==> src/rtl/dma_chain_pkg.sv <==
package dma_chain_pkg;

    localparam int WORD_BYTES = 4;

    // read view of the control/status word
    localparam int RD_RUN_BIT    = 24;
    localparam int RD_ONCE_BIT   = 25;
    localparam int RD_DONE_BIT   = 27;
    localparam int RD_FAULT_BIT  = 28;

    // write view of the control/status word
    localparam int WR_SET_RUN    = 16;
    localparam int WR_SET_ONCE   = 17;
    localparam int WR_TO_MEM     = 18;
    localparam int WR_CLR_DONE   = 19;
    localparam int WR_WIPE       = 20;
    localparam int WR_FLUSH      = 21;

    typedef enum logic [3:0] {
        REG_CSR      = 4'd0,
        REG_RUN_ADR  = 4'd1,
        REG_END_ADR  = 4'd2,
        REG_Q_BASE   = 4'd3,
        REG_Q_END    = 4'd4,
        REG_SV_RUN   = 4'd5,
        REG_SV_END   = 4'd6,
        REG_SV_QBASE = 4'd7,
        REG_SV_QEND  = 4'd8
    } reg_sel_e;

    typedef struct packed {
        logic set_run;
        logic set_once;
        logic to_mem;
        logic clr_done;
        logic wipe;
        logic flush;
    } csr_cmd_t;

    typedef struct packed {
        logic run;
        logic once;
        logic done;
        logic fault;
    } chan_flags_t;

    function automatic csr_cmd_t decode_cmd(input logic [31:0] w);
        csr_cmd_t c;
        c.set_run  = w[WR_SET_RUN];
        c.set_once = w[WR_SET_ONCE];
        c.to_mem   = w[WR_TO_MEM];
        c.clr_done = w[WR_CLR_DONE];
        c.wipe     = w[WR_WIPE];
        c.flush    = w[WR_FLUSH];
        return c;
    endfunction

    function automatic logic [31:0] flags_word(input chan_flags_t f);
        logic [31:0] w;
        w = '0;
        w[RD_RUN_BIT]   = f.run;
        w[RD_ONCE_BIT]  = f.once;
        w[RD_DONE_BIT]  = f.done;
        w[RD_FAULT_BIT] = f.fault;
        return w;
    endfunction

endpackage

==> src/rtl/dma_chain_ctrl.sv <==
module dma_chain_ctrl
    import dma_chain_pkg::*;
(
    input  logic        clk,
    input  logic        rst,
    input  logic        csr_wr,
    input  csr_cmd_t    cmd,
    input  logic        buf_end,
    input  logic        bus_fault,
    output chan_flags_t flags,
    output logic        to_mem,
    output logic        chain,
    output logic        halt,
    output logic        flush
);

    assign chain = buf_end && !flags.once && !flags.done;
    assign halt  = (buf_end && (flags.once || flags.done)) || bus_fault;
    assign flush = csr_wr && cmd.flush;

    always_ff @(posedge clk) begin
        if (rst) begin
            flags  <= '0;
            to_mem <= 1'b0;
        end else begin
            if (buf_end) begin
                flags.done <= 1'b1;
                if (flags.once || flags.done)
                    flags.run <= 1'b0;
            end
            if (bus_fault) begin
                flags.fault <= 1'b1;
                flags.run   <= 1'b0;
            end
            if (csr_wr) begin
                to_mem <= cmd.to_mem;
                if (cmd.clr_done) flags.done <= 1'b0;
                if (cmd.wipe)     flags      <= '0;
                if (cmd.set_run)  flags.run  <= 1'b1;
                if (cmd.set_once) flags.once <= 1'b1;
            end
        end
    end

    assert_once_stop_R4: assert property (@(posedge clk) disable iff (rst)
        buf_end && flags.once && !csr_wr |=> !flags.run && flags.done);

    assert_overrun_stop_R5: assert property (@(posedge clk) disable iff (rst)
        buf_end && flags.done && !csr_wr |=> !flags.run);

    assert_chain_keeps_run_R3: assert property (@(posedge clk) disable iff (rst)
        chain && !csr_wr |=> flags.run && flags.done);

    assert_fault_stop_R6: assert property (@(posedge clk) disable iff (rst)
        bus_fault && !csr_wr |=> flags.fault && !flags.run);

    assert_wipe_clears_R9: assert property (@(posedge clk) disable iff (rst)
        csr_wr && cmd.wipe && !cmd.set_run && !cmd.set_once |=> flags == '0);

endmodule

==> src/rtl/dma_chain_ptrs.sv <==
module dma_chain_ptrs
    import dma_chain_pkg::*;
#(
    parameter int AW         = 32,
    parameter int ALIGN_BITS = 4
) (
    input  logic                 clk,
    input  logic                 rst,
    input  logic                 wr_en,
    input  reg_sel_e             wr_sel,
    input  logic [AW-1:0]        wr_data,
    input  logic                 advance,
    input  logic                 chain,
    input  logic                 snap,
    output logic [AW-1:0]        run_adr,
    output logic [AW-1:0]        end_adr,
    output logic [AW-1:0]        q_base,
    output logic [AW-1:0]        q_end,
    output logic [3:0][AW-1:0]   saved,
    output logic                 at_end
);

    localparam int             NPTR = 4;
    localparam logic [AW-1:0]  STEP = AW'(WORD_BYTES);

    logic aligned;
    logic [AW-1:0] live [NPTR];

    assign aligned = (wr_data[ALIGN_BITS-1:0] == '0);
    assign at_end  = (run_adr == end_adr);

    assign live[0] = run_adr;
    assign live[1] = end_adr;
    assign live[2] = q_base;
    assign live[3] = q_end;

    always_ff @(posedge clk) begin
        if (rst) begin
            run_adr <= '0;
            end_adr <= '0;
            q_base  <= '0;
            q_end   <= '0;
        end else begin
            if (advance) run_adr <= run_adr + STEP;
            if (chain) begin
                run_adr <= q_base;
                end_adr <= q_end;
            end
            if (wr_en && aligned) begin
                case (wr_sel)
                    REG_RUN_ADR: run_adr <= wr_data;
                    REG_END_ADR: end_adr <= wr_data;
                    REG_Q_BASE:  q_base  <= wr_data;
                    REG_Q_END:   q_end   <= wr_data;
                    default: ;
                endcase
            end
        end
    end

    for (genvar g = 0; g < NPTR; g++) begin : g_snap
        always_ff @(posedge clk) begin
            if (rst)       saved[g] <= '0;
            else if (snap) saved[g] <= live[g];
        end
    end

    assert_step_R2: assert property (@(posedge clk) disable iff (rst)
        advance && !chain && !(wr_en && wr_sel == REG_RUN_ADR)
        |=> run_adr == $past(run_adr) + STEP);

    assert_chain_load_R3: assert property (@(posedge clk) disable iff (rst)
        chain && !wr_en |=> run_adr == $past(q_base) && end_adr == $past(q_end));

    assert_misaligned_ignored_R11: assert property (@(posedge clk) disable iff (rst)
        wr_en && !aligned && wr_sel == REG_Q_BASE |=> $stable(q_base));

    assert_snapshot_R12: assert property (@(posedge clk) disable iff (rst)
        snap |=> saved[0] == $past(run_adr) && saved[1] == $past(end_adr));

endmodule

==> src/rtl/dma_chain_mover.sv <==
module dma_chain_mover #(
    parameter int AW = 32,
    parameter int DW = 32
) (
    input  logic          clk,
    input  logic          rst,
    input  logic          run,
    input  logic          to_mem,
    input  logic          at_end,
    input  logic [AW-1:0] run_adr,
    input  logic          flush,
    input  logic          dev_in_valid,
    output logic          dev_in_ready,
    input  logic [DW-1:0] dev_in_data,
    output logic          dev_out_valid,
    input  logic          dev_out_ready,
    output logic [DW-1:0] dev_out_data,
    output logic          mem_req,
    output logic          mem_we,
    output logic [AW-1:0] mem_addr,
    output logic [DW-1:0] mem_wdata,
    input  logic [DW-1:0] mem_rdata,
    input  logic          mem_ack,
    input  logic          mem_err,
    output logic          advance,
    output logic          bus_fault,
    output logic          stg_empty
);

    logic          stg_valid;
    logic [DW-1:0] stg_data;

    assign dev_in_ready  = run && to_mem && !stg_valid && !at_end;
    assign mem_req       = run && (to_mem ? stg_valid : (!stg_valid && !at_end));
    assign mem_we        = to_mem;
    assign mem_addr      = run_adr;
    assign mem_wdata     = stg_data;
    assign dev_out_valid = !to_mem && stg_valid;
    assign dev_out_data  = stg_data;
    assign advance       = mem_req && mem_ack && !mem_err;
    assign bus_fault     = mem_req && mem_err;
    assign stg_empty     = !stg_valid;

    always_ff @(posedge clk) begin
        if (rst) begin
            stg_valid <= 1'b0;
            stg_data  <= '0;
        end else if (flush) begin
            stg_valid <= 1'b0;
        end else if (to_mem) begin
            if (dev_in_valid && dev_in_ready) begin
                stg_valid <= 1'b1;
                stg_data  <= dev_in_data;
            end else if (advance) begin
                stg_valid <= 1'b0;
            end
        end else begin
            if (advance) begin
                stg_valid <= 1'b1;
                stg_data  <= mem_rdata;
            end else if (dev_out_valid && dev_out_ready) begin
                stg_valid <= 1'b0;
            end
        end
    end

    assert_no_read_past_end_R1: assert property (@(posedge clk) disable iff (rst)
        mem_req && !mem_we |-> !at_end);

    assert_write_drains_R2: assert property (@(posedge clk) disable iff (rst)
        advance && mem_we |=> stg_empty);

    assert_flush_empties_R13: assert property (@(posedge clk) disable iff (rst)
        flush |=> stg_empty);

endmodule

==> src/rtl/dma_chain_channel.sv <==
module dma_chain_channel
    import dma_chain_pkg::*;
#(
    parameter int AW         = 32,
    parameter int DW         = 32,
    parameter int ALIGN_BITS = 4
) (
    input  logic          clk,
    input  logic          rst,
    input  logic          reg_wr,
    input  logic [3:0]    reg_addr,
    input  logic [31:0]   reg_wdata,
    output logic [31:0]   reg_rdata,
    input  logic          dev_in_valid,
    output logic          dev_in_ready,
    input  logic [DW-1:0] dev_in_data,
    output logic          dev_out_valid,
    input  logic          dev_out_ready,
    output logic [DW-1:0] dev_out_data,
    output logic          mem_req,
    output logic          mem_we,
    output logic [AW-1:0] mem_addr,
    output logic [DW-1:0] mem_wdata,
    input  logic [DW-1:0] mem_rdata,
    input  logic          mem_ack,
    input  logic          mem_err,
    output logic          irq
);

    chan_flags_t        flags;
    csr_cmd_t           cmd;
    logic               csr_wr, to_mem, chain, halt, flush;
    logic               advance, bus_fault, stg_empty, at_end, buf_end;
    logic [AW-1:0]      run_adr, end_adr, q_base, q_end;
    logic [3:0][AW-1:0] saved;

    assign csr_wr  = reg_wr && (reg_addr == REG_CSR);
    assign cmd     = decode_cmd(reg_wdata);
    assign buf_end = flags.run && at_end && stg_empty;
    assign irq     = flags.done || flags.fault;

    dma_chain_ctrl u_ctrl (
        .clk       (clk),
        .rst       (rst),
        .csr_wr    (csr_wr),
        .cmd       (cmd),
        .buf_end   (buf_end),
        .bus_fault (bus_fault),
        .flags     (flags),
        .to_mem    (to_mem),
        .chain     (chain),
        .halt      (halt),
        .flush     (flush)
    );

    dma_chain_ptrs #(.AW(AW), .ALIGN_BITS(ALIGN_BITS)) u_ptrs (
        .clk     (clk),
        .rst     (rst),
        .wr_en   (reg_wr),
        .wr_sel  (reg_sel_e'(reg_addr)),
        .wr_data (reg_wdata[AW-1:0]),
        .advance (advance),
        .chain   (chain),
        .snap    (halt),
        .run_adr (run_adr),
        .end_adr (end_adr),
        .q_base  (q_base),
        .q_end   (q_end),
        .saved   (saved),
        .at_end  (at_end)
    );

    dma_chain_mover #(.AW(AW), .DW(DW)) u_mover (
        .clk           (clk),
        .rst           (rst),
        .run           (flags.run),
        .to_mem        (to_mem),
        .at_end        (at_end),
        .run_adr       (run_adr),
        .flush         (flush),
        .dev_in_valid  (dev_in_valid),
        .dev_in_ready  (dev_in_ready),
        .dev_in_data   (dev_in_data),
        .dev_out_valid (dev_out_valid),
        .dev_out_ready (dev_out_ready),
        .dev_out_data  (dev_out_data),
        .mem_req       (mem_req),
        .mem_we        (mem_we),
        .mem_addr      (mem_addr),
        .mem_wdata     (mem_wdata),
        .mem_rdata     (mem_rdata),
        .mem_ack       (mem_ack),
        .mem_err       (mem_err),
        .advance       (advance),
        .bus_fault     (bus_fault),
        .stg_empty     (stg_empty)
    );

    always_comb begin
        case (reg_addr)
            REG_CSR:      reg_rdata = flags_word(flags);
            REG_RUN_ADR:  reg_rdata = 32'(run_adr);
            REG_END_ADR:  reg_rdata = 32'(end_adr);
            REG_Q_BASE:   reg_rdata = 32'(q_base);
            REG_Q_END:    reg_rdata = 32'(q_end);
            REG_SV_RUN:   reg_rdata = 32'(saved[0]);
            REG_SV_END:   reg_rdata = 32'(saved[1]);
            REG_SV_QBASE: reg_rdata = 32'(saved[2]);
            REG_SV_QEND:  reg_rdata = 32'(saved[3]);
            default:      reg_rdata = '0;
        endcase
    end

    assert_clear_done_drops_irq_R10: assert property (@(posedge clk) disable iff (rst)
        csr_wr && cmd.clr_done && !flags.fault && !bus_fault |=> !irq);

    assert_fault_freezes_R6: assert property (@(posedge clk) disable iff (rst)
        bus_fault |=> !mem_req && run_adr == $past(run_adr));

endmodule

==> config.mk <==
export PLATFORM = sky130hd
export DESIGN_NAME = dma_chain_channel
export DESIGN_NICKNAME = d
export VERILOG_FILES = /design/src/rtl/dma_chain_pkg.sv /design/src/rtl/dma_chain_ctrl.sv /design/src/rtl/dma_chain_ptrs.sv /design/src/rtl/dma_chain_mover.sv /design/src/rtl/dma_chain_channel.sv
export SDC_FILE = /design/constraint.sdc
export NUM_CORES = 1
export LEC_CHECK = 0
export BUFFER_PORTS_ARGS = -buffer_cell sky130_fd_sc_hd__buf_2
export CAP_MARGIN = 0
export CORE_ASPECT_RATIO = 0.8
export CORE_MARGIN = 8
export CORE_UTILIZATION = 55
export DETAILED_ROUTE_END_ITERATION = 12
export PLACE_DENSITY_LB_ADDON = 0.25
export RECOVER_POWER = 100
export SYNTH_ARGS = -nofsm -noshare
export SYNTH_HDL_FRONTEND = slang
export SYNTH_HIERARCHICAL = 1
export SYNTH_SLANG_ARGS = --single-unit
==> constraint.sdc <==
create_clock -name clk -period 4.4 [get_ports clk]
set_clock_uncertainty 0.2 [all_clocks]
set_input_delay 0.44 -clock clk [delete_from_list [all_inputs] [get_ports clk]]
set_output_delay 0.44 -clock clk [all_outputs]
set_load 0.01 [all_outputs]
# Yosys cells after proc, flatten, opt, wreduce, memory -nomap -nowiden
# Cells that the tools add are included.
[classes]
add_sub_neg = 1
eq_ne = 11
n_mux = 27
n_bitwise = 1
n_reduce_logical = 39
[op_table]
columns = ["op", "n"]
rows = [
  ["32-bit 2-to-1 mux", 10],
  ["32-bit one-hot mux with 9 select lines", 1],
  ["32-bit by 3-bit adder with 32-bit output, second input constant", 1],
  ["32-bit == test", 1],
  ["1-bit logical AND", 19],
  ["4-bit by 3-bit == test with 1-bit output, second input constant", 4],
  ["1-bit 2-to-1 mux", 14],
  ["4-bit by 2-bit == test with 1-bit output, second input constant", 2],
  ["4-bit logical NOT", 2],
  ["4-bit 2-to-1 mux", 2],
  ["2-bit AND reduction", 4],
  ["1-bit logical NOT", 6],
  ["4-bit by 1-bit == test with 1-bit output, second input constant", 1],
  ["4-bit == test, second input constant", 1],
  ["2-bit nonzero test", 2],
  ["1-bit logical OR", 3],
  ["3-bit by 2-bit inequality test with 1-bit output, second input constant", 1],
  ["3-bit AND reduction", 1],
  ["3-bit nonzero test", 1],
  ["2-bit by 1-bit inequality test with 1-bit output, second input constant", 1],
  ["2-bit OR reduction", 1],
  ["1-bit inverter", 1],
]
[totals]
ff_bits = 294
input_bits = 107
output_inout_bits = 133
word_cells = 94

# Longest topological paths before layout
# Gate-level depths: netlist of run 1.
[depth]
word_depth = 11
ltp_mapped = 14
mapped_depth_nobuf = 12

# Modules after synthesis
# Netlist of run 1, hierarchy kept.
[modules_own_cells]
columns = ["mod", "n_inst", "cells_per_inst", "area_each_um2"]
rows = [
  ["dma_chain_ptrs", 1, 1104, 10313.6],
  ["dma_chain_mover", 1, 258, 2494.9],
  ["dma_chain_channel", 1, 310, 2323.5],
  ["dma_chain_ctrl", 1, 24, 215.2],
]

# Worst setup path before layout of run 1
# Ideal clock, no wire load.
[synth_timing]
path_type = "reg-to-reg"
from = "register u_ptrs.run_adr[15]"
to = "register u_ptrs.run_adr[27]"
setup_time_ps = 86
arrival_ps = 3189
required_ps = 4114
slack_ps = 925
path_stages_with_launch = 15
path_buffers = 2
synth_period_minus_slack_ps = 3475
path_cell_list = "dfxtp_1 clkbuf_1 xor2_1 nor4_1 nand4_1 nor2_1 or3_1 a21boi_1 and3b_1 buf_2 nand4_1 nor3_1 nand3_1 xor2_1 a211oi_1"
[synth_via]
elab_chain_len = 11
elab_cells_between_ends = 16
[synth_rtl]
columns = ["element", "line_no", "text"]
rows = [
  ["from (decl)", "dma_chain_ptrs.sv:15", "output logic [AW-1:0] run_adr,"],
  ["from (signal assigned)", "dma_chain_ptrs.sv:44", "if (advance) run_adr <= run_adr + STEP;"],
  ["from (signal assigned)", "dma_chain_ptrs.sv:46", "run_adr <= q_base;"],
  ["from (signal assigned)", "dma_chain_ptrs.sv:51", "REG_RUN_ADR: run_adr <= wr_data;"],
  ["32-bit == test (*)", "dma_chain_ptrs.sv:30", "assign at_end = (run_adr == end_adr);"],
  ["net at_end", "dma_chain_channel.sv:33", "logic advance, bus_fault, stg_empty, at_end, buf_end;"],
  ["1-bit logical NOT (*)", "dma_chain_mover.sv:34", "assign mem_req = run && (to_mem ? stg_valid : (!stg_valid && !at_end));"],
  ["1-bit logical AND (*)", "dma_chain_mover.sv:34", ""],
  ["1-bit 2-to-1 mux (*)", "dma_chain_mover.sv:34", ""],
  ["1-bit logical AND (*)", "dma_chain_mover.sv:34", ""],
  ["net mem_req", "dma_chain_channel.sv:20", "output logic mem_req,"],
  ["1-bit logical AND (*) (2 in series)", "dma_chain_mover.sv:40", "assign advance = mem_req && mem_ack && !mem_err;"],
  ["net advance", "dma_chain_channel.sv:33", ""],
  ["32-bit 2-to-1 mux (*)", "dma_chain_ptrs.sv:44", ""],
  ["32-bit 2-to-1 mux (*)", "dma_chain_ptrs.sv:45", "if (chain) begin"],
  ["32-bit 2-to-1 mux", "dma_chain_ptrs.sv:50", "case (wr_sel)"],
  ["32-bit 2-to-1 mux (*)", "dma_chain_ptrs.sv:49", "if (wr_en && aligned) begin"],
]
# The timed path passes the listed nets; every way through them passes the cells marked *.
# A chain may end at the register's enable or synchronous reset.

# Worst setup path after layout of run 1
[layout_timing]
from = "input reg_addr[3]"
to = "output reg_rdata[12]"
[layout_via]
elab_chain_len = 2
elab_cells_between_ends = 10
[layout_rtl]
columns = ["element", "line_no", "text"]
rows = [
  ["from (decl)", "dma_chain_channel.sv:11", "input logic [3:0] reg_addr,"],
  ["4-bit == test (tied with other cells)", "dma_chain_channel.sv:100", "case (reg_addr)"],
  ["32-bit one-hot mux with 9 select lines (*)", "dma_chain_channel.sv:100", ""],
  ["to (decl)", "dma_chain_channel.sv:13", "output logic [31:0] reg_rdata,"],
]
# Every way passes the cells marked *; elsewhere a longest branch is shown, timed or not.

==> results.md, run 1 <==
* DRC Markers at 0
* Gate Count Post-Synth at approximately 1.7k
* FF-to-FF Start: u_ptrs/run_adr[20]$_SDFF_PP0_
* Fill cell count at about 2.4k
* Starting density of the core at 56.1%
* Critical path fanouts, max at 26
* Max Cap Viol at 3
* Final Cycle Share at 94.4%
* Fmax at approximately 240 MHz
* Worst Path Buf+Inv at 3
* CTS tree: yes
* Yosys warns at 6
* Reg2reg setup slack at 0.32 ns
* Crit path depth at 6
* Worst-Margin Slew at about 2.0 ns
* CTS H-tree depth at 1
* Die H at 165 µm
* Antenna violations before repair at 0
* Width of the die at between 200 and 250 µm
* Clock transition at the registers of the reported paths at 0.06 ns
* Critical path endpoint: reg_rdata[12]
* Crit path capture type: output port
* Remaining Overflow, GRT at 0
* Clk_lat worst skew at 0.58 ns
* Max_slew headroom at -36.4%
* WL per Instance at around 24 µm
* WL final at roughly 53 mm
* Layout cell share with drive strength beyond 1 at 13.6%
* Cell Rows at 54
* Setup TNS at 0 ns
* Post-CTS Resized at 0
* Syn_area_per_cell at 9.05 µm²
* WP data arrival at between 3 and 4 ns
* Drt pass-1 iters at 9
* Syn Nets at about 1.8k
* Post-DP HPWL at 36.0 mm
* CP Class: in -> out
* CP max-delay cell: clkbuf_1
* Antenna Violating Nets Remaining at 0
* Main synth FF type: dfxtp_1
* Critical Path Start Type: primary input
* Cell family with most CP delay: buffers and inverters
* Post-synth EDFFs at 0
* Req. time, crit path at 3.76 ns
* Global-route wire length before repair at between 80 and 90 mm
* Distinct cells, synth at a little under 80
* R2R depth at 12
* Io pins at 240
* Initial DRC Count at 1566
* Placed inst area at 0.0163 mm²
* Core box area at 0.0274 mm²
* Largest net degree at the start of global routing at 181
* Final critical-path required period at 4.16 ns
* CTS buffer count at 30
* GPL Wtd Cong at 0.978
* Synth Register Bits at roughly 300
* Critical Path Start: reg_addr[3]
* Final setup fails at 0
* Max clock buf depth at 3
* N_diodes at 0
* Worst Hold Class: in -> reg
* Via count at 13.9k
* Cell area after layout at 0.0172 mm²
* Top cell by count, worst path: clkbuf_1
* Root Buffer: clkbuf_16
* Post-Syn Area at 0.0153 mm²
* Failing checks: capacitance limit, slew limit
* Pwr Density at about 330 mW/mm²
* RSZ-0062 raised after global routing: no
* Die ar. at approximately 0.034 mm²
* Reg2reg end: u_ptrs/saved[49]$_SDFFE_PP0P_
* Final Hold Viols at 0
* Worst vdd ir at approximately 0.00033 V
* Vias per std cell at 6.22
* Sequential-to-total area share from yosys stat at 38.3%
* PortBufs at 239
* Fin nets at 1951
* Max Slew Vio Count at 240
* Status: finished, violations left
* Leak Pwr at 0.00638 µW
* Ys async rst share at 0%
* Worst path cell trace: clkbuf_1 -> clkbuf_2 -> or2_2 -> o21ai_0 -> a221o_1 -> clkbuf_1
* Area growth, synth to finish at 11.9%
* Clock Sinks at ~300
* GRT Total Usage at between 30% and 40%
* Vias in the first global route at 13.3k
* CP peak stage delay at roughly 1.2 ns
## worst min-delay path by stage
stage | start | to | slack [ns] | depth (start not counted)
detailed placement | u_ptrs/saved[64]$_SDFFE_PP0P_ | u_ptrs/saved[64]$_SDFFE_PP0P_ | 0.28 | 2
finish | mem_rdata[27] | u_mover/dev_out_data[27]$_SDFFE_PP0P_ | 0.01 | 4
global placement | u_ptrs/saved[94]$_SDFFE_PP0P_ | u_ptrs/saved[94]$_SDFFE_PP0P_ | 0.27 | 2
global route | reg_wdata[17] | u_ptrs/run_adr[17]$_SDFF_PP0_ | 0.02 | 3
CTS | reg_wdata[17] | u_ptrs/q_end[17]$_SDFFE_PP0P_ | 0.01 | 3
floorplan | u_ptrs/saved[0]$_SDFFE_PP0P_ | u_ptrs/saved[0]$_SDFFE_PP0P_ | 0.25 | 2
## sequential cells by signal, summed over array words and instances, names as in the netlist
register              flops
u_mover/dev_out_data     32
u_ctrl/to_mem             1
u_ptrs/end_adr           32
u_mover/stg_valid         1
u_ptrs/run_adr           32
u_ctrl/flags              4
u_ptrs/saved            128
u_ptrs/q_end             32
u_ptrs/q_base            32
## synth_stat cells (7+ instances only)
| master | n | area, µm² |
|---|---|---|
| nor2_1 | 220 | 826 |
| nor2b_1 | 43 | 269 |
| and3_1 | 18 | 113 |
| buf_4 | 83 | 623 |
| nor4_1 | 11 | 68.8 |
| nand3_1 | 27 | 135 |
| nand4_1 | 17 | 106 |
| clkbuf_1 | 66 | 248 |
| buf_1 | 13 | 48.8 |
| o21ai_0 | 12 | 60.1 |
| a32oi_1 | 12 | 105 |
| mux2i_1 | 227 | 2270 |
| buf_2 | 29 | 145 |
| a211oi_1 | 31 | 233 |
| mux2_4 | 30 | 450 |
| a22o_1 | 18 | 158 |
| dfxtp_1 | 294 | 5890 |
| and2_1 | 9 | 56.3 |
| o22ai_1 | 15 | 93.8 |
| o32a_1 | 8 | 80.1 |
| a21oi_1 | 81 | 405 |
| a22oi_1 | 40 | 300 |
| mux2_2 | 27 | 304 |
| xor2_1 | 51 | 447 |
| buf_6 | 10 | 113 |
| nand2_1 | 162 | 608 |
| nor3_1 | 14 | 70.1 |
| a221oi_1 | 10 | 87.6 |
| nand2b_1 | 7 | 43.8 |
## tightest hold or removal path: cells and delay by family
family / cells / cell delay [ns]
mux: 2 / 0.16
simple gates: 1 / 0.07
buf+inv: 1 / 0.08
## routing by layer
metal  wire length [µm]  vias to the layer above  track usage (%)
met2              22800                      879             45.9
met4               2020                        0             11.9
li1                   -                     6231                -
met5                  0                        -                0
met3               6290                      140             7.76
met1              22000                     6611             41.0
## cell families after synthesis
kind of cell,after synthesis,share of synthesized area (%)
buffers and inverters,209,7.87
adders and majority gates,1,0.0815
muxes,286,20.0
and+or+nand+nor,569,17.5
DFF,294,38.3
xor gates and xnor gates,56,3.20
AOI/OAI and AO/OA,281,13.0
## what timing repair did
item | in CTS | in global routing
setup buffers | 0 | 0
endpoints found under the setup margin | 0 | 0
hold buffers | 29 | 0
hold endpoints to repair | 88 | 0
## report_power, final
group / total [µW] / switching [µW] / internal, µW
logic: 376 / 255 / 120
registers: 2670 / 5.66 / 2670
clock network: 2640 / 1090 / 1550
## stage by stage
stage | util, % | hold WS (ns) | setup slack (ns) | instances | total power, µW
2_1_floorplan | - | 0.254 | 0.925 | 1696 | 2920
4_1_cts | 64.2 | 0.0144 | 0.488 | 2228 | 5690
5_1_grt | 62.8 | 0.0202 | 0.117 | 2228 | 5830
6_report | 62.8 | 0.0128 | 0.245 | 2228 | 5680
3_3_place_gp | 59.5 | 0.268 | 0.650 | 2146 | 3080
3_5_place_dp | 59.5 | 0.280 | 0.524 | 2146 | 3080
## layout make-up
| type | count | area, µm² | share of cell area [%] |
|---|---|---|---|
| Multi-Input combinational cell | 1193 | 8130 | 47.3 |
| Sequential cell | 294 | 5890 | 34.3 |
| Timing Repair Buffer | 316 | 1670 | 9.74 |
| Clock buffer | 48 | 930 | 5.41 |
| Tap cell | 364 | 455 | 2.65 |
| Clock inverter | 5 | 75.1 | 0.437 |
| Inverter | 8 | 30.0 | 0.175 |
## cells in the final DEF, fill, tap and decap left out, types with 12 or more instances in the layout
master,count
nor2b_1,42
clkbuf_1,135
dlygate4sd3_1,29
nor2_1,220
a22oi_1,40
mux2_1,30
dfxtp_1,293
a211oi_1,31
nand4_1,17
nand3_1,27
nand2_1,161
o22ai_1,15
buf_2,124
mux2i_1,227
a21oi_1,81
o21ai_0,13
and3_1,18
a22o_1,18
buf_4,27
a32oi_1,12
mux2_2,27
clkbuf_16,31
xor2_1,51
nor3_1,15
Power figures use the tool's default switching activity.
==> run 2, diff against run 1 <==
==> constraint.sdc (replaced) <==
create_clock -name clk -period 4.95 [get_ports clk]
set_clock_uncertainty 0.2 [all_clocks]
set_input_delay 0.495 -clock clk [delete_from_list [all_inputs] [get_ports clk]]
set_output_delay 0.495 -clock clk [all_outputs]
set_load 0.01 [all_outputs]
==> results.md, run 2 (synthesis results as in run 1) <==
* Status: finished, violations left
* Failing checks: capacitance limit, slew limit
* Final Cycle Share at between 90% and 100%
* RSZ-0062 raised after global routing: no
* Fill cell count at 2446
* Crit path capture type: output port
* Antenna Violating Nets Remaining at 0
* Layout cell share with drive strength beyond 1 at 13.8%
* Core box area at 0.0274 mm²
* Post-DP HPWL at roughly 36 mm
* Critical path fanouts, max at 33
* Clk_lat worst skew at 0.57 ns
* PortBufs at between 200 and 250
* DRC Markers at 0
* Antenna violations before repair at 0
* Fmax at 224 MHz
* Largest Register: u_ptrs/saved
* WP data arrival at about 3.8 ns
* Commonest non-fill, non-tap cells in the layout: 293 x dfxtp_1, 227 x mux2i_1, 220 x nor2_1, 161 x nand2_1, 139 x clkbuf_1
* Via count at 13.8k
* CTS buffer count at 30
* Placed inst area at 0.0162 mm²
* Min Hold Slack at 0.0138 ns
* WL per Instance at about 24 µm
* Die H at roughly 170 µm
* Critical Path Start Type: primary input
* Final setup fails at 0
* Clock transition at the registers of the reported paths at 0.06 ns
* GPL Wtd Cong at 0.969
* Max Cap Viol at 4
* Drt pass-1 iters at 6
* CP Class: in -> out
* Cell Rows at 54
* Io pins at 240
* Tot Pwr at 4920 µW
* N_diodes at 0
* Setup TNS at 0 ns
* WL final at between 50 and 60 mm
* Largest net degree at the start of global routing at 92
* Final critical-path required period at ~4.5 ns
* Max_slew headroom at -16.8%
* CTS H-tree depth at 1
* Leak Pwr at 0.00621 µW
* Post-CTS Setup Inserts at 0
* Max Slew Vio Count at 112
* Clock Sinks at 294
* Remaining Overflow, GRT at 0
* Worst Hold Class: in -> reg
* Max clock buf depth at 3
* Width of the die at 203 µm
* GRT Total Usage at between 20% and 30%
* Worst-Margin Slew at around 1.8 ns
* Global-route wire length before repair at 79.3 mm
* Vias in the first global route at 13.0k
* Vias per std cell at 6.27
* Initial DRC Count at 1795
* Cell area after layout at 0.0168 mm²
* Die ar. at 0.0335 mm²
* Commonest non-fill, non-tap cell in the layout: dfxtp_1
* Root Buffer: clkbuf_16
* CTS tree: yes
* Area growth, synth to finish at 9.77%
* Req. time, crit path at 4.26 ns
* Max FFs per register at between 100 and 150
* Worst vdd ir at about 0.00029 V
* Pwr Density at 292 mW/mm²
* Fin nets at 1917
* Starting density of the core at 56.1%
* Final Hold Viols at 0
run 2: cell count changes in the layout (fill, tap and decap cells not counted), sizes merged:
cell,change
clkinv,+3
bufinv,-2
dlygate4sd3,-25
buf,-10
run 2: power breakdown:
part	switching [µW]	internal [µW]
sequential	6.63	2370
clock	943	1280
combinational	219	93.7
total	1170	3750
run 2: critical path, cell delays in order:
cell      delay (ns)
buf_2           0.64
clkbuf_1        1.05
and2b_4         0.40
and2_0          0.44
a221oi_1        0.35
o211ai_1        0.19
clkbuf_1        0.17
run 2: layout make-up:
cell class,count,area [µm²],area share (%)
Timing Repair Buffer,282,1370,8.13
Tap cell,364,455,2.70
Multi-Input combinational cell,1193,8140,48.3
Clock inverter,6,30.0,0.178
Sequential cell,294,5890,34.9
Inverter,8,30.0,0.178
Clock buffer,47,936,5.56
run 2: worst paths after layout:
| kind | start | to | slack [ns] | cells past startpoint |
|---|---|---|---|---|
| setup / recovery | reg_addr[0] | reg_rdata[18] | 0.48 | 7 |
| setup reg to reg | u_ptrs/run_adr[13]$_SDFF_PP0_ | u_ptrs/run_adr[14]$_SDFF_PP0_ | 0.69 | 11 |
| hold reg to reg | u_ptrs/saved[63]$_SDFFE_PP0P_ | u_ptrs/saved[63]$_SDFFE_PP0P_ | 0.29 | 2 |
| hold / removal | reg_wdata[7] | u_ptrs/q_end[7]$_SDFFE_PP0P_ | 0.01 | 3 |
run 2: timing repair:
action                     4_1_cts  5_1_grt
setup endpoints to repair        0        0
hold buffers                     4        0
gates resized for setup          0        0
hold endpoints to repair         4        0
run 2: per-layer routing:
| metal | global-route usage [%] | vias to the layer above | wire length (µm) |
|---|---|---|---|
| met5 | 0 | - | 0 |
| met4 | 11.0 | 0 | 2000 |
| met3 | 8.01 | 145 | 6510 |
| met2 | 44.5 | 849 | 22300 |
| met1 | 41.0 | 6619 | 21800 |
| li1 | - | 6147 | - |
run 2: per-stage QoR:
stage / util [%] / instances / setup WS [ns]
finish: 61.6 / 2194 / 0.484
global route: 61.6 / 2194 / 0.424
CTS: 62.8 / 2194 / 1.07
detailed placement: 59.1 / 2137 / 1.09
global placement: 59.1 / 2137 / 1.22
floorplan: - / 1696 / 1.48
==> run 3, diff against run 2 <==
--- a/config.mk
+++ b/config.mk
@@ -5,6 +5,7 @@
 export SDC_FILE = /design/constraint.sdc
 export NUM_CORES = 1
 export LEC_CHECK = 0
+export ABC_AREA = 1
 export BUFFER_PORTS_ARGS = -buffer_cell sky130_fd_sc_hd__buf_2
 export CAP_MARGIN = 0
 export CORE_ASPECT_RATIO = 0.8
@@ -13,6 +14,7 @@
 export DETAILED_ROUTE_END_ITERATION = 12
 export PLACE_DENSITY_LB_ADDON = 0.25
 export RECOVER_POWER = 100
+export SLEW_MARGIN = 25
 export SYNTH_ARGS = -nofsm -noshare
 export SYNTH_HDL_FRONTEND = slang
 export SYNTH_HIERARCHICAL = 1
==> results.md, run 3 <==
* Status: finished, violations left
* Failing checks: capacitance limit, slew limit
* WL per Instance at around 20 µm
* Fin nets at about 2.5k
* Ys async rst share at 0%
* Sw power at 1210 µW
* CTS tree: yes
* Setup TNS at 0 ns
* Post-synth EDFFs at 0
* Synth Register Bits at 294
* CP Class: reg -> reg
* Top cell type's share of synthesized area at 38.1%
* Gate power share at 6.0%
* Antenna Violating Nets Remaining at 0
* Distinct cells, synth at 45
* Root Buffer: clkbuf_16
* Max Cap Viol at 4
* Via count at 16.3k
* Commonest non-fill, non-tap cell in the layout: nand2_1
* Final Cycle Share at 86.2%
* Sw frac at 24.3%
* Yosys warns at 6
* Area of the multi-input gates at 0.00791 mm²
* Commonest non-fill, non-tap cells in the layout: 425 x nand2_1, 365 x nor2_1, 293 x dfxtp_1, 280 x nand3_1, 225 x o21ai_0
* Critical path fanouts, max at 14
* CTS buffer count at 31
* Seq. cell area at 0.00589 mm²
* N_diodes at 0
* Width of the die at 203 µm
* CP max-delay cell: clkbuf_1
* Max FFs per register at ~130
* Critical Path Start Type: register
* Req. time, crit path at 5.24 ns
* Internal power at around 3800 µW
* GPL Wtd Cong at slightly above 1
* DRC Markers at 0
* Gate Count Post-Synth at 2290
* Top cell type by total area after synthesis: dfxtp_1
* Final worst slack at 0.684 ns
* Max_slew headroom at -116%
* Final setup fails at 0
* Initial DRC Count at 2244
* Area growth, synth to finish at 9.84%
* Main synth FF type: dfxtp_1
* Clock Power Share at 46.2%
* Syn_area_per_cell at 6.75 µm²
* Io pins at 240
* Worst-Margin Slew at 3.25 ns
* Post-DP HPWL at 36.4 mm
* Die ar. at 0.0338 mm²
* Worst Hold Path Cells at 3
* Reg power frac at 47.8%
* Clock Sinks at between 200 and 300
* Largest net degree at the start of global routing at 132
* Die H at 166 µm
* Cell Rows at 55
* Remaining Overflow, GRT at 0
* Clk_lat worst skew at roughly 0.56 ns
* WP data arrival at around 4.6 ns
* GRT Total Usage at 31.2%
* Final critical-path required period at ~4.3 ns
* Pwr Density at 294 mW/mm²
* Fmax at 234 MHz
* Clock transition at the registers of the reported paths at about 0.07 ns
* Vias per std cell at between 5 and 6
* Leak Pwr at 0.00768 µW
* WL final at approximately 56 mm
* Post-CTS Setup Inserts at 0
* Vias in the first global route at 15.0k
* R2R depth at 15
* CTS H-tree depth at 1
* Most common cell in the netlist: nand2_1
* Syn Nets at 2398
* Core box area at 0.0279 mm²
* Max Slew Vio Count at 202
* Sequential-to-total area share from yosys stat at between 30% and 40%
* Fill cell count at 2739
* CP peak stage delay at ~0.52 ns
* Cell family with most CP delay: simple AND/OR/NAND/NOR gates
* Crit path capture type: register
* Synth area leaders: dfxtp_1 38%, nand2_1 10%, nand3_1 9.0%
* RSZ-0062 raised after global routing: no
* Final Hold Viols at 0
* Starting density of the core at 55.4%
* Layout cell share with drive strength beyond 1 at 10.0%
* PortBufs at 239
* Antenna violations before repair at 0
* Post-Syn Area at 0.0155 mm²
* Largest Register: u_ptrs/saved
* Crit path depth at 15
* Worst path cell trace: clkbuf_1 -> xnor2_1 -> o2111a_1 -> nand3_1 -> nor2_1 -> o21ai_0 -> nand3_2 -> inv_1 -> nand2_1 -> nor2_1 -> nand3_1 -> nor2_4 -> xor2_1 -> nand2_1 -> a21oi_1
* Drt pass-1 iters at 6
* Worst vdd ir at around 0.00025 V
* Worst Path Buf+Inv at 2
* Worst Hold Class: in -> reg
* Synth cell count leaders: 426 x nand2_1, 363 x nor2_1, 294 x dfxtp_1
* Max clock buf depth at 3
* Global-route wire length before repair at 85.8 mm
* Pre-CTS setup slack at 1.23 ns
[run 3: cell count changes after synthesis, sizes merged, moves of 18 or more]
cell / before / now
a21oi: 81 / 186
a22o: 18 / 0
a22oi: 40 / 1
buf: 135 / 158
inv: 6 / 115
mux2: 57 / 0
mux2i: 227 / 33
nand2: 162 / 434
nand3: 27 / 283
nor2: 221 / 383
nor2b: 43 / 0
o21ai: 14 / 227
xor2: 51 / 17
[run 3: worst paths after layout]
| kind | start | endpoint | slack (ns) |
|---|---|---|---|
| hold reg to reg | u_ptrs/q_base[3]$_SDFFE_PP0P_ | u_ptrs/q_base[3]$_SDFFE_PP0P_ | 0.30 |
| setup / recovery | u_ptrs/run_adr[12]$_SDFF_PP0_ | u_ptrs/run_adr[16]$_SDFF_PP0_ | 0.68 |
| setup reg to reg | u_ptrs/run_adr[12]$_SDFF_PP0_ | u_ptrs/run_adr[16]$_SDFF_PP0_ | 0.68 |
| hold / removal | reg_wdata[12] | u_ptrs/run_adr[12]$_SDFF_PP0_ | 0.02 |
[run 3: final cells by class]
class                   instances  area share, %
clock buffers                  42           5.10
repair buffers                275           7.56
inverters                     118           2.64
clock inverters                15          0.788
flip-flops and latches        294           34.7
well taps                     370           2.72
multi-input cells            1656           46.5
[run 3: timing repair]
item | in CTS | in global routing
gates resized for setup | 0 | 0
hold endpoints to repair | 1 | 0
hold buffers | 1 | 0
[run 3: kinds of logic (layout without fill, tap and decap cells)]
logic type | after synthesis | count (layout) | share of synthesized area (%)
and+or+nand+nor | 1134 | 1134 | 31.4
xor gates and xnor gates | 33 | 33 | 1.87
adders and majority gates | 1 | 1 | 0.0809
muxes | 33 | 33 | 2.14
DFF | 294 | 294 | 38.1
AOI/OAI and AO/OA | 455 | 455 | 15.6
buffers and inverters | 340 | 450 | 10.9
[run 3: power by group through the flow]
stage	logic, µW	clock network [µW]	registers (µW)
4_1_cts	295	2320	2390
3_5_place_dp	293	0	2440
5_1_grt	317	2410	2390
6_report	301	2310	2390
3_3_place_gp	290	0	2440
2_1_floorplan	166	0	2440
[run 3: tightest hold or removal path, cell delays in order]
cell and delay [ns]:
buf_2 0.11, nor2_1 0.05, nor2_1 0.09
[run 3: metal layers]
metal  track usage, %  vias up  wire length (µm)
met1             44.3     7520             22800
met5                0        -                 0
li1                 -     7642                 -
met2             47.0     1035             24300
met3             6.61      127              7170
met4             9.07        0              1500
[run 3: stage by stage]
step | cell area (µm²) | cells | total power [µW] | hold slack [ns] | utilization [%]
2_1_floorplan | 15500 | 2290 | 2610 | 0.247 | -
3_3_place_gp | 16200 | 2712 | 2730 | 0.273 | 58.1
3_5_place_dp | 16200 | 2712 | 2730 | 0.273 | 58.1
4_1_cts | 17200 | 2770 | 5000 | 0.00827 | 61.7
5_1_grt | 17000 | 2770 | 5120 | 0.0303 | 60.8
6_report | 17000 | 2770 | 5000 | 0.0194 | 60.8
